`config.mk`:
```
export PLATFORM = sky130hd
export DESIGN_NAME = stage_flow_ctrl
export DESIGN_NICKNAME = d
export VERILOG_FILES = /design/src/rtl/stage_flow_pkg.sv /design/src/rtl/sfc_skid_fifo.sv /design/src/rtl/sfc_fsm.sv /design/src/rtl/sfc_cycle_counters.sv /design/src/rtl/stage_flow_ctrl.sv
export SDC_FILE = /design/constraint.sdc
export NUM_CORES = 1
export LEC_CHECK = 0
export BUFFER_PORTS_ARGS = -buffer_cell sky130_fd_sc_hd__clkbuf_2
export CORE_AREA = 2 2 153 155
export CTS_CLUSTER_SIZE = 25
export DETAILED_ROUTE_END_ITERATION = 8
export DIE_AREA = 0 0 155 157
export GPL_ROUTABILITY_DRIVEN = 0
export REMOVE_ABC_BUFFERS = 1
export SYNTH_ARGS = -nofsm -noshare
export SYNTH_HDL_FRONTEND = slang
export SYNTH_HIERARCHICAL = 1
export SYNTH_SLANG_ARGS = --single-unit
```
`constraint.sdc`:
```
create_clock -name clk -period 3.98 [get_ports clk]
set_clock_uncertainty 0.1 [all_clocks]
set_input_delay 1.194 -clock clk [delete_from_list [all_inputs] [get_ports clk]]
set_output_delay 1.194 -clock clk [all_outputs]
set_load 0.02 [all_outputs]
```
`src/rtl/stage_flow_pkg.sv`:
```
package stage_flow_pkg;

    typedef enum logic [2:0] {
        ST_IDLE   = 3'd0,
        ST_RUN    = 3'd1,
        ST_BLOCK  = 3'd2,
        ST_UNBLK  = 3'd3,
        ST_SQUASH = 3'd4
    } ctrl_state_e;

    localparam int unsigned NUM_CYC_CNT = 4;

    // counter slot order
    localparam int unsigned CC_IDLE   = 0;
    localparam int unsigned CC_SQUASH = 1;
    localparam int unsigned CC_BLOCK  = 2;
    localparam int unsigned CC_UNBLK  = 3;

    typedef struct packed {
        logic push;
        logic pop;
        logic flush;
    } skid_cmd_t;

    function automatic logic is_active(ctrl_state_e s);
        return (s == ST_IDLE) || (s == ST_RUN) || (s == ST_UNBLK);
    endfunction

    function automatic logic squash_req(logic sq, logic rob_sq);
        return sq | rob_sq;
    endfunction

    function automatic ctrl_state_e counter_state(int unsigned idx);
        case (idx)
            CC_IDLE:   return ST_IDLE;
            CC_SQUASH: return ST_SQUASH;
            CC_BLOCK:  return ST_BLOCK;
            default:   return ST_UNBLK;
        endcase
    endfunction

endpackage

```
`src/rtl/sfc_skid_fifo.sv`:
```
module sfc_skid_fifo
    import stage_flow_pkg::*;
#(
    parameter int unsigned DATA_W = 32,
    parameter int unsigned DEPTH  = 4,
    localparam int unsigned PTR_W = (DEPTH > 1) ? $clog2(DEPTH) : 1,
    localparam int unsigned CNT_W = $clog2(DEPTH + 1)
) (
    input  logic              clk,
    input  logic              rst,
    input  skid_cmd_t         cmd,
    input  logic [DATA_W-1:0] data_in,
    output logic [DATA_W-1:0] head,
    output logic [CNT_W-1:0]  count,
    output logic              ovf
);

    logic [DATA_W-1:0] mem [DEPTH];
    logic [PTR_W-1:0]  wr_ptr;
    logic [PTR_W-1:0]  rd_ptr;
    logic              empty;
    logic              full;
    logic              do_pop;
    logic              do_push;

    function automatic logic [PTR_W-1:0] ptr_inc(logic [PTR_W-1:0] p);
        return (p == PTR_W'(DEPTH - 1)) ? '0 : p + 1'b1;
    endfunction

    assign empty   = (count == '0);
    assign full    = (count == CNT_W'(DEPTH));
    assign do_pop  = cmd.pop && !empty;
    assign do_push = cmd.push && (!full || do_pop);
    assign head    = mem[rd_ptr];

    always_ff @(posedge clk) begin
        if (rst || cmd.flush) begin
            wr_ptr <= '0;
            rd_ptr <= '0;
            count  <= '0;
        end else begin
            if (do_push) wr_ptr <= ptr_inc(wr_ptr);
            if (do_pop)  rd_ptr <= ptr_inc(rd_ptr);
            count <= count + CNT_W'(do_push) - CNT_W'(do_pop);
        end
    end

    always_ff @(posedge clk) begin
        if (do_push && !cmd.flush) mem[wr_ptr] <= data_in;
    end

    always_ff @(posedge clk) begin
        if (rst) begin
            ovf <= 1'b0;
        end else if (cmd.push && full && !do_pop && !cmd.flush) begin
            ovf <= 1'b1;
        end
    end

endmodule

```
`src/rtl/sfc_fsm.sv`:
```
module sfc_fsm
    import stage_flow_pkg::*;
#(
    parameter int unsigned SKID_CNT_W = 3
) (
    input  logic                  clk,
    input  logic                  rst,
    input  logic                  up_valid,
    input  logic                  dn_stall,
    input  logic                  dn_squash,
    input  logic                  dn_rob_squash,
    input  logic                  iq_full,
    input  logic [SKID_CNT_W-1:0] skid_count,
    output ctrl_state_e           state,
    output skid_cmd_t             skid_cmd,
    output logic                  up_stall,
    output logic                  stage_adv,
    output logic                  disp_valid,
    output logic                  disp_from_skid,
    output logic                  iq_squash,
    output logic                  iq_squash_stop
);

    ctrl_state_e next_state;
    logic        sq_any;
    logic        skid_has;
    logic        skid_left;

    assign sq_any    = squash_req(dn_squash, dn_rob_squash);
    assign skid_has  = (skid_count != '0);
    // bundles still parked after this cycle's pop (and possible push)
    assign skid_left = (skid_count > SKID_CNT_W'(1)) || up_valid;

    always_comb begin
        next_state     = state;
        skid_cmd       = '0;
        up_stall       = 1'b0;
        stage_adv      = 1'b0;
        disp_valid     = 1'b0;
        disp_from_skid = 1'b0;
        iq_squash      = 1'b0;
        iq_squash_stop = 1'b0;
        case (state)
            ST_IDLE, ST_RUN, ST_UNBLK: begin
                if (dn_stall) begin
                    next_state    = ST_BLOCK;
                    skid_cmd.push = up_valid;
                    up_stall      = 1'b1;
                end else if (sq_any) begin
                    next_state     = ST_SQUASH;
                    skid_cmd.flush = 1'b1;
                    iq_squash      = 1'b1;
                end else if (state == ST_UNBLK) begin
                    stage_adv = 1'b1;
                    if (skid_has) begin
                        disp_valid     = 1'b1;
                        disp_from_skid = 1'b1;
                        skid_cmd.pop   = 1'b1;
                        skid_cmd.push  = up_valid;
                        if (skid_left) up_stall = 1'b1;
                        else           next_state = ST_RUN;
                    end else begin
                        disp_valid = up_valid;
                        next_state = ST_RUN;
                    end
                end else begin
                    stage_adv  = 1'b1;
                    disp_valid = up_valid;
                    if (state == ST_IDLE && up_valid) next_state = ST_RUN;
                end
            end
            ST_BLOCK: begin
                up_stall = 1'b1;
                if (sq_any) begin
                    next_state     = ST_SQUASH;
                    skid_cmd.flush = 1'b1;
                    iq_squash      = 1'b1;
                end else begin
                    skid_cmd.push = up_valid;
                    if (!dn_stall && !iq_full) next_state = ST_UNBLK;
                end
            end
            ST_SQUASH: begin
                if (!sq_any) begin
                    next_state     = ST_RUN;
                    iq_squash_stop = 1'b1;
                end
            end
            default: next_state = ST_IDLE;
        endcase
    end

    always_ff @(posedge clk) begin
        if (rst) state <= ST_IDLE;
        else     state <= next_state;
    end

endmodule

```
`src/rtl/sfc_cycle_counters.sv`:
```
module sfc_cycle_counters
    import stage_flow_pkg::*;
#(
    parameter int unsigned CNT_W = 16
) (
    input  logic                                 clk,
    input  logic                                 rst,
    input  ctrl_state_e                          state,
    output logic [NUM_CYC_CNT-1:0][CNT_W-1:0]    counts
);

    for (genvar i = 0; i < NUM_CYC_CNT; i++) begin : g_cnt
        localparam ctrl_state_e MATCH = counter_state(i);
        always_ff @(posedge clk) begin
            if (rst)                 counts[i] <= '0;
            else if (state == MATCH) counts[i] <= counts[i] + 1'b1;
        end
    end

endmodule

```
`src/rtl/stage_flow_ctrl.sv`:
```
module stage_flow_ctrl
    import stage_flow_pkg::*;
#(
    parameter int unsigned BUNDLE_W   = 32,
    parameter int unsigned SKID_DEPTH = 4,
    parameter int unsigned IQ_CNT_W   = 6,
    parameter int unsigned CYC_CNT_W  = 16,
    localparam int unsigned SKID_CNT_W = $clog2(SKID_DEPTH + 1)
) (
    input  logic                 clk,
    input  logic                 rst,
    input  logic                 up_valid,
    input  logic [BUNDLE_W-1:0]  up_bundle,
    input  logic                 dn_stall,
    input  logic                 dn_squash,
    input  logic                 dn_rob_squash,
    input  logic                 iq_full,
    input  logic [IQ_CNT_W-1:0]  iq_free_in,
    output logic                 up_stall,
    output logic [IQ_CNT_W-1:0]  iq_free_out,
    output logic                 stage_adv,
    output logic                 disp_valid,
    output logic [BUNDLE_W-1:0]  disp_bundle,
    output logic                 iq_squash,
    output logic                 iq_squash_stop,
    output logic                 skid_ovf,
    output logic [2:0]           ctrl_state,
    output logic [CYC_CNT_W-1:0] cnt_idle,
    output logic [CYC_CNT_W-1:0] cnt_squash,
    output logic [CYC_CNT_W-1:0] cnt_block,
    output logic [CYC_CNT_W-1:0] cnt_unblock
);

    ctrl_state_e                            state;
    skid_cmd_t                              skid_cmd;
    logic [SKID_CNT_W-1:0]                  skid_count;
    logic [BUNDLE_W-1:0]                    skid_head;
    logic                                   disp_from_skid;
    logic [NUM_CYC_CNT-1:0][CYC_CNT_W-1:0]  counts;

    sfc_fsm #(.SKID_CNT_W(SKID_CNT_W)) u_fsm (
        .clk            (clk),
        .rst            (rst),
        .up_valid       (up_valid),
        .dn_stall       (dn_stall),
        .dn_squash      (dn_squash),
        .dn_rob_squash  (dn_rob_squash),
        .iq_full        (iq_full),
        .skid_count     (skid_count),
        .state          (state),
        .skid_cmd       (skid_cmd),
        .up_stall       (up_stall),
        .stage_adv      (stage_adv),
        .disp_valid     (disp_valid),
        .disp_from_skid (disp_from_skid),
        .iq_squash      (iq_squash),
        .iq_squash_stop (iq_squash_stop)
    );

    sfc_skid_fifo #(.DATA_W(BUNDLE_W), .DEPTH(SKID_DEPTH)) u_skid (
        .clk     (clk),
        .rst     (rst),
        .cmd     (skid_cmd),
        .data_in (up_bundle),
        .head    (skid_head),
        .count   (skid_count),
        .ovf     (skid_ovf)
    );

    sfc_cycle_counters #(.CNT_W(CYC_CNT_W)) u_cnt (
        .clk    (clk),
        .rst    (rst),
        .state  (state),
        .counts (counts)
    );

    assign disp_bundle = disp_from_skid ? skid_head : up_bundle;
    assign iq_free_out = iq_free_in;
    assign ctrl_state  = state;
    assign cnt_idle    = counts[CC_IDLE];
    assign cnt_squash  = counts[CC_SQUASH];
    assign cnt_block   = counts[CC_BLOCK];
    assign cnt_unblock = counts[CC_UNBLK];

endmodule

```
# Word level (Yosys, flattened, before mapping)
# Memory sizes are Yosys's and may differ from the RTL's. A register that Yosys moved wholly into a read port is not among the register bits.
# Index checks and enable logic that the tools add are counted.
classes:
  n_addsub: 8
  magnitude_cmp: 1
  n_eq_ne: 11
  n_mux: 49
  n_bitwise: 1
  n_reduce_logical: 22
op_table:
  columns: ["cell", "n"]
  rows:
  - ["$add A16 B1 Y16 const B", 4]
  - ["$mux W32", 1]
  - ["$mux W3", 9]
  - ["$mux W1", 26]
  - ["$mux W2", 8]
  - ["$pmux W3 S3", 1]
  - ["$logic_and A1 B1 Y1", 8]
  - ["$pmux W1 S2", 4]
  - ["$eq A3 B2 Y1 const B", 2]
  - ["$eq A3 B3 Y1 const B", 2]
  - ["$logic_not A1 Y1", 6]
  - ["$logic_not A3 Y1", 2]
  - ["$ne A6 B6 Y1 const B", 1]
  - ["$ne A5 B2 Y1 const B", 1]
  - ["$add A2 B1 Y2 const B", 2]
  - ["$eq A2 B2 Y1 const B", 2]
  - ["$reduce_and A4 Y1", 1]
  - ["$add A3 B1 Y3", 1]
  - ["$eq A3 B1 Y1 const B", 1]
  - ["$gt A3 B1 Y1 const B", 1]
  - ["$logic_or A1 B1 Y1", 3]
  - ["$ne A3 B3 Y1 const B", 1]
  - ["$reduce_bool A3 Y1", 1]
  - ["$reduce_or A3 Y1", 1]
  - ["3 further kinds", 3]
word_totals:
  ff_bits: 75
  ram_bits: 128
  out_inout_bits: 111
  mem_count: 1
mem_list:
  columns: ["memory", "depth", "width", "read_ports", "rd_clocked_by_memory_dff", "write_ports", "line", "source"]
  rows:
  - ["u_skid.mem", 4, 32, 1, 1, 1, "sfc_skid_fifo.sv:18", "logic [DATA_W-1:0] mem [DEPTH];"]

# Logic depth before layout (Yosys ltp)
logic_depth:
  ltp_word: 12
  ltp_mapped: 13

# Hierarchy
# The synthesis kept the hierarchy.
modules_own_cells:
  columns: ["module", "n_inst", "cells_each", "area_per_inst_um2", "seq_area_each_um2"]
  rows:
  - ["sfc_skid_fifo", 1, 219, 5112.4, 4043.9]
  - ["sfc_cycle_counters", 1, 327, 2890.3, 1281.2]
  - ["stage_flow_ctrl", 1, 42, 589.3, 0.0]
  - ["sfc_fsm", 1, 48, 375.4, 60.1]

# Worst setup path after synthesis
# OpenSTA, ideal clock, no wires.
synth_path:
  kind: "input port to output port"
  startpoint: "input port dn_rob_squash"
  endpoint: "output port disp_bundle[0]"
  arrival_time_ps: 2657
  required_time_ps: 2686
  path_slack_ps: 29
  cell_stages: 5
  path_cell_list: "or2_2 > nor4_1 > buf_6 > buf_12 > mux2_4"
synth_via:
  elab_chain_cells: 5
synth_lines:
  columns: ["item", "line", "source"]
  rows:
  - ["start, declared", "stage_flow_ctrl.sv:16", "input logic dn_rob_squash,"]
  - ["$or A1 B1 Y1", "stage_flow_pkg.sv:30", "return sq | rob_sq;"]
  - ["$mux W1", "sfc_fsm.sv:49", "end else if (sq_any) begin"]
  - ["$mux W1", "sfc_fsm.sv:45", "if (dn_stall) begin"]
  - ["$mux W1", "sfc_fsm.sv:43", "case (state)"]
  - ["net disp_from_skid", "stage_flow_ctrl.sv:38", "logic disp_from_skid;"]
  - ["$mux W32", "stage_flow_ctrl.sv:77", "assign disp_bundle = disp_from_skid ? skid_head : up_bundle;"]
  - ["end, declared", "stage_flow_ctrl.sv:23", "output logic [BUNDLE_W-1:0] disp_bundle,"]
# The timed path passes the listed nets, and every way through them passes these cells.

# Final worst setup path
layout_path:
  startpoint: "input port dn_squash"
  endpoint: "output port disp_bundle[9]"
layout_via:
  elab_chain_cells: 5
layout_lines:
  columns: ["item", "line", "source"]
  rows:
  - ["start, declared", "stage_flow_ctrl.sv:15", "input logic dn_squash,"]
  - ["$or A1 B1 Y1", "stage_flow_pkg.sv:30", null]
  - ["$mux W1", "sfc_fsm.sv:49", null]
  - ["$mux W1", "sfc_fsm.sv:45", null]
  - ["$mux W1", "sfc_fsm.sv:43", null]
  - ["net disp_from_skid", "stage_flow_ctrl.sv:38", null]
  - ["$mux W32", "stage_flow_ctrl.sv:77", null]
# The timed path passes the listed nets, and every way through them passes these cells.

==> summary.md <==
| Metric | Value |
|---|---|
| CP Class | `in2out` |
| Layout area overhead | `21.86%` |
| Final Power | `0.004603 W` |
| CTS Sinks | `205` |
| Fin. max-slew vios | `0` |
| CTS tree | `built` |
| Ys async rst share | `0` |
| Root cell of the clock tree | `clkbuf_16` |
| Psw | `between 0.001 and 0.0015 W` |
| Layout cells sized above 1 | `0.3493` |
| Total track usage | `0.1499` |
| CP Capture Type | `output port` |
| Clock share of power | `0.421` |
| Warnings from Yosys | `6` |
| Clk Latency, worst-skew pair | `about 0.5 ns` |
| Slowest cell delay on critical path | `~0.30 ns` |
| DR DRC count | `0` |
| Register area share after synthesis | `0.6005` |
| Initial antenna violation count | `0` |
| Largest net degree at the start of global routing | `41` |
| Min Tclk post-route | `3.889 ns` |
| Mapped Avg Cell Area | `14.10 sq um` |
| CTS max path bufs | `3` |
| Routed vias | `5724` |
| DIE AREA | `24340 sq um` |
| Number of setup violations in the final report | `0` |
| PwrDens | `421.2 nW/um^2` |
| Ant. Diodes | `0` |
| First-pass DRT Iterations | `4` |
| Worst vdd ir | `0.2447 mV` |
| IO Pins | `156` |
| Grt total ovfl | `0` |
| Die Wd | `155 microns` |
| CTS Hold Bufs | `0` |
| Register bit total from synthesis | `205` |
| Combinational Power Share | `0.075` |
| DR vias/cell | `approximately 5.2` |
| Static Leak | `3.982 nW` |
| Synthesized cell area | `8967 sq um` |
| Die Ht | `157 microns` |
| Port Buffers | `143` |
| Final ANT Viol Nets | `0` |
| Hpwl dp | `11.52 mm` |
| Post-synthesis instance total | `636` |
| Synth area leader | `edfxtp_1` |
| Max Fanout on Critical Path | `7` |
| Number of max-cap violations | `0` |
| CP required | `2.69 ns` |
| Finished Layout Cells | `1098` |
| RSZ-0062 raised after global routing | `no` |
| Count of cell types in the netlist | `60` |
| Row Count | `between 50 and 60` |
| Worst path slowest cell | `mux2_4` |
| Tcrit/Tclk final | `0.9772` |
| Startpoint types | `input pin` |
| First-pass GRT wire length | `29.54 mm` |
| Hold Fails Final Rpt | `0` |
| Share of the synthesized area in the top cell type | `0.4286` |
| Critical path arrival | `2.60 ns` |
| Internal Power | `between 0.003 and 0.004 W` |
| Part of the power in registers | `0.504` |
| Clk slew on worst S/H paths | `0.06 ns` |
| CP Cell Sequence | `clkbuf_2 -> or2_4 -> nor4_4 -> buf_6 -> buf_12 -> buf_8 -> mux2_4 -> clkbuf_8` |
| Main synth FF type | `edfxtp_1` |
| Total CTS buffers | `23` |
| H-tree levels | `1` |
| Hold Crit Class | `reg2reg` |
| Initial Utilization | `0.3985` |
| Worst slew pin tran | `0.6491 ns` |
| WL/cell | `16.62 microns` |
| Top cells by area, synth | `edfxtp_1, dfxtp_1, mux4_2` |
| Sw frac | `0.2243` |
| Vias in the first global route | `5563` |
| FMAX | `0.2571 GHz` |
| Post-synth EDFFs | `128` |
| Initial DRC count | `240` |
| Nets | `853` |
| Placed Cells | `approximately 1100` |
| Slew HR | `0.5647` |
| Placeable Area | `22500 sq um` |
| R2R setup slack | `0.54 ns` |
| Status | `complete, no violations` |
| Detailed Route WL | `18.25 mm` |
| Fillers | `1958` |
-- registers in the layout (all words and copies together), names as in the netlist, named ones only --
signal,cells
u_skid/rd_ptr,2
u_skid/ovf,1
u_skid/wr_ptr,2
u_fsm/state,3
u_skid/count,3
u_cnt/counts,64
u_skid/mem,128
-- synthesized netlist by cell type (all sizes together), types with 7 or more instances --
master,instances
buf,26
mux4,32
nor2,48
nand3,21
xor2,25
o21ai,17
and3,8
mux2,37
nand2,27
and2,7
nor2b,7
or3,13
dfxtp,77
a21oi,24
or4,8
edfxtp,128
clkbuf,11
ha,10
nand4,16
o31ai,9
inv,9
nor4,7
nor3,10
xnor2,14
-- worst paths after layout --
kind / startpoint / to / depth (start not counted)
setup / recovery: dn_squash / disp_bundle[9] / 8
hold / removal: u_cnt/counts[31]$_SDFFE_PP0N_ / u_cnt/counts[31]$_SDFFE_PP0N_ / 2
setup reg to reg: u_skid/count[2]$_SDFF_PP0_ / u_skid/count[2]$_SDFF_PP0_ / 15
hold reg to reg: u_cnt/counts[31]$_SDFFE_PP0N_ / u_cnt/counts[31]$_SDFFE_PP0N_ / 2
-- layer usage --
layer,wire (microns),up-vias,track usage
met5,0,-,0
met4,234,0,0.02822
met3,1343,23,0.04268
met2,8339,168,0.2434
met1,8332,2802,0.2031
li1,-,2731,-
-- layout make-up --
| type | instances | area [sq um] | share of cell area |
|---|---|---|---|
| clock inverters | 12 | 82.58 | 0.007557 |
| flip-flops and latches | 205 | 5386 | 0.4929 |
| well taps | 285 | 356.6 | 0.03263 |
| multi-input cells | 385 | 3309 | 0.3028 |
| inverters | 9 | 33.78 | 0.003091 |
| clock buffers | 29 | 598.1 | 0.05473 |
| repair buffers | 173 | 1161 | 0.1063 |
-- placed cells by master, fill, tap and decap left out, types with 3 or more instances in the layout --
cell / instances
o31ai_1: 9
mux2_2: 4
edfxtp_1: 128
nor2_1: 47
ha_1: 10
clkbuf_2: 137
or4_1: 8
clkinv_1: 7
clkbuf_8: 6
and2_1: 6
mux2_4: 33
a21oi_1: 24
inv_1: 9
clkbuf_16: 23
xor2_1: 25
and3_1: 8
nand2_1: 27
dfxtp_1: 76
nor3b_1: 3
nand3_1: 21
and4_1: 6
nor3_1: 10
or3_1: 13
buf_4: 16
buf_12: 9
nor4_1: 6
mux4_2: 32
nand4_1: 16
o21ai_0: 17
clkbuf_1: 6
mux2i_1: 6
xnor2_1: 14
nor2b_1: 6
-- cell families after synthesis --
kind of cell / Yosys count / synth area share
AOI/OAI and AO/OA: 62 / 0.04270
xor gates and xnor gates: 39 / 0.03809
adders and majority gates: 11 / 0.01619
buffers and inverters: 46 / 0.03349
DFF: 205 / 0.6005
muxes: 75 / 0.1465
and+or+nand+nor: 198 / 0.1225
-- repair_timing --
item	4_1_cts	5_1_grt
cloned	2	0
endpoints found under the setup margin	32	33
pin swaps	2	1
setup buffers	5	0
endpoints found under the hold margin	0	0
gates resized for setup	22	1
-- critical path: cells and delay by family --
family,cells,cell delay [ns]
buffers and inverters,5,0.67
AND/OR/NAND/NOR,2,0.42
multiplexers,1,0.30
-- stage by stage --
step | setup TNS [ns] | cell area, sq um | setup slack [ns] | utilization | hold WS, ns
2_1_floorplan | -779.16 | 8701 | -5.129 | - | 0.3704
3_3_place_gp | -0.8536 | 10040 | -0.04596 | 0.4462 | 0.3690
3_5_place_dp | -1.934 | 10040 | -0.08373 | 0.4462 | 0.3741
4_1_cts | -0.6357 | 10930 | -0.04213 | 0.4855 | 0.3838
5_1_grt | 0 | 10930 | 0.03517 | 0.4856 | 0.3990
6_report | 0 | 10930 | 0.09093 | 0.4856 | 0.3805
-- power by group through the flow --
| stage | clock network (W) | logic [W] | registers, W |
|---|---|---|---|
| 2_1_floorplan | 0 | 0.000168 | 0.00239 |
| 3_3_place_gp | 0 | 0.000338 | 0.00237 |
| 3_5_place_dp | 0 | 0.000340 | 0.00237 |
| 4_1_cts | 0.00201 | 0.000348 | 0.00232 |
| 5_1_grt | 0.00209 | 0.000378 | 0.00233 |
| 6_report | 0.00194 | 0.000344 | 0.00232 |
No activity file was read; power rests on OpenSTA's default activity.
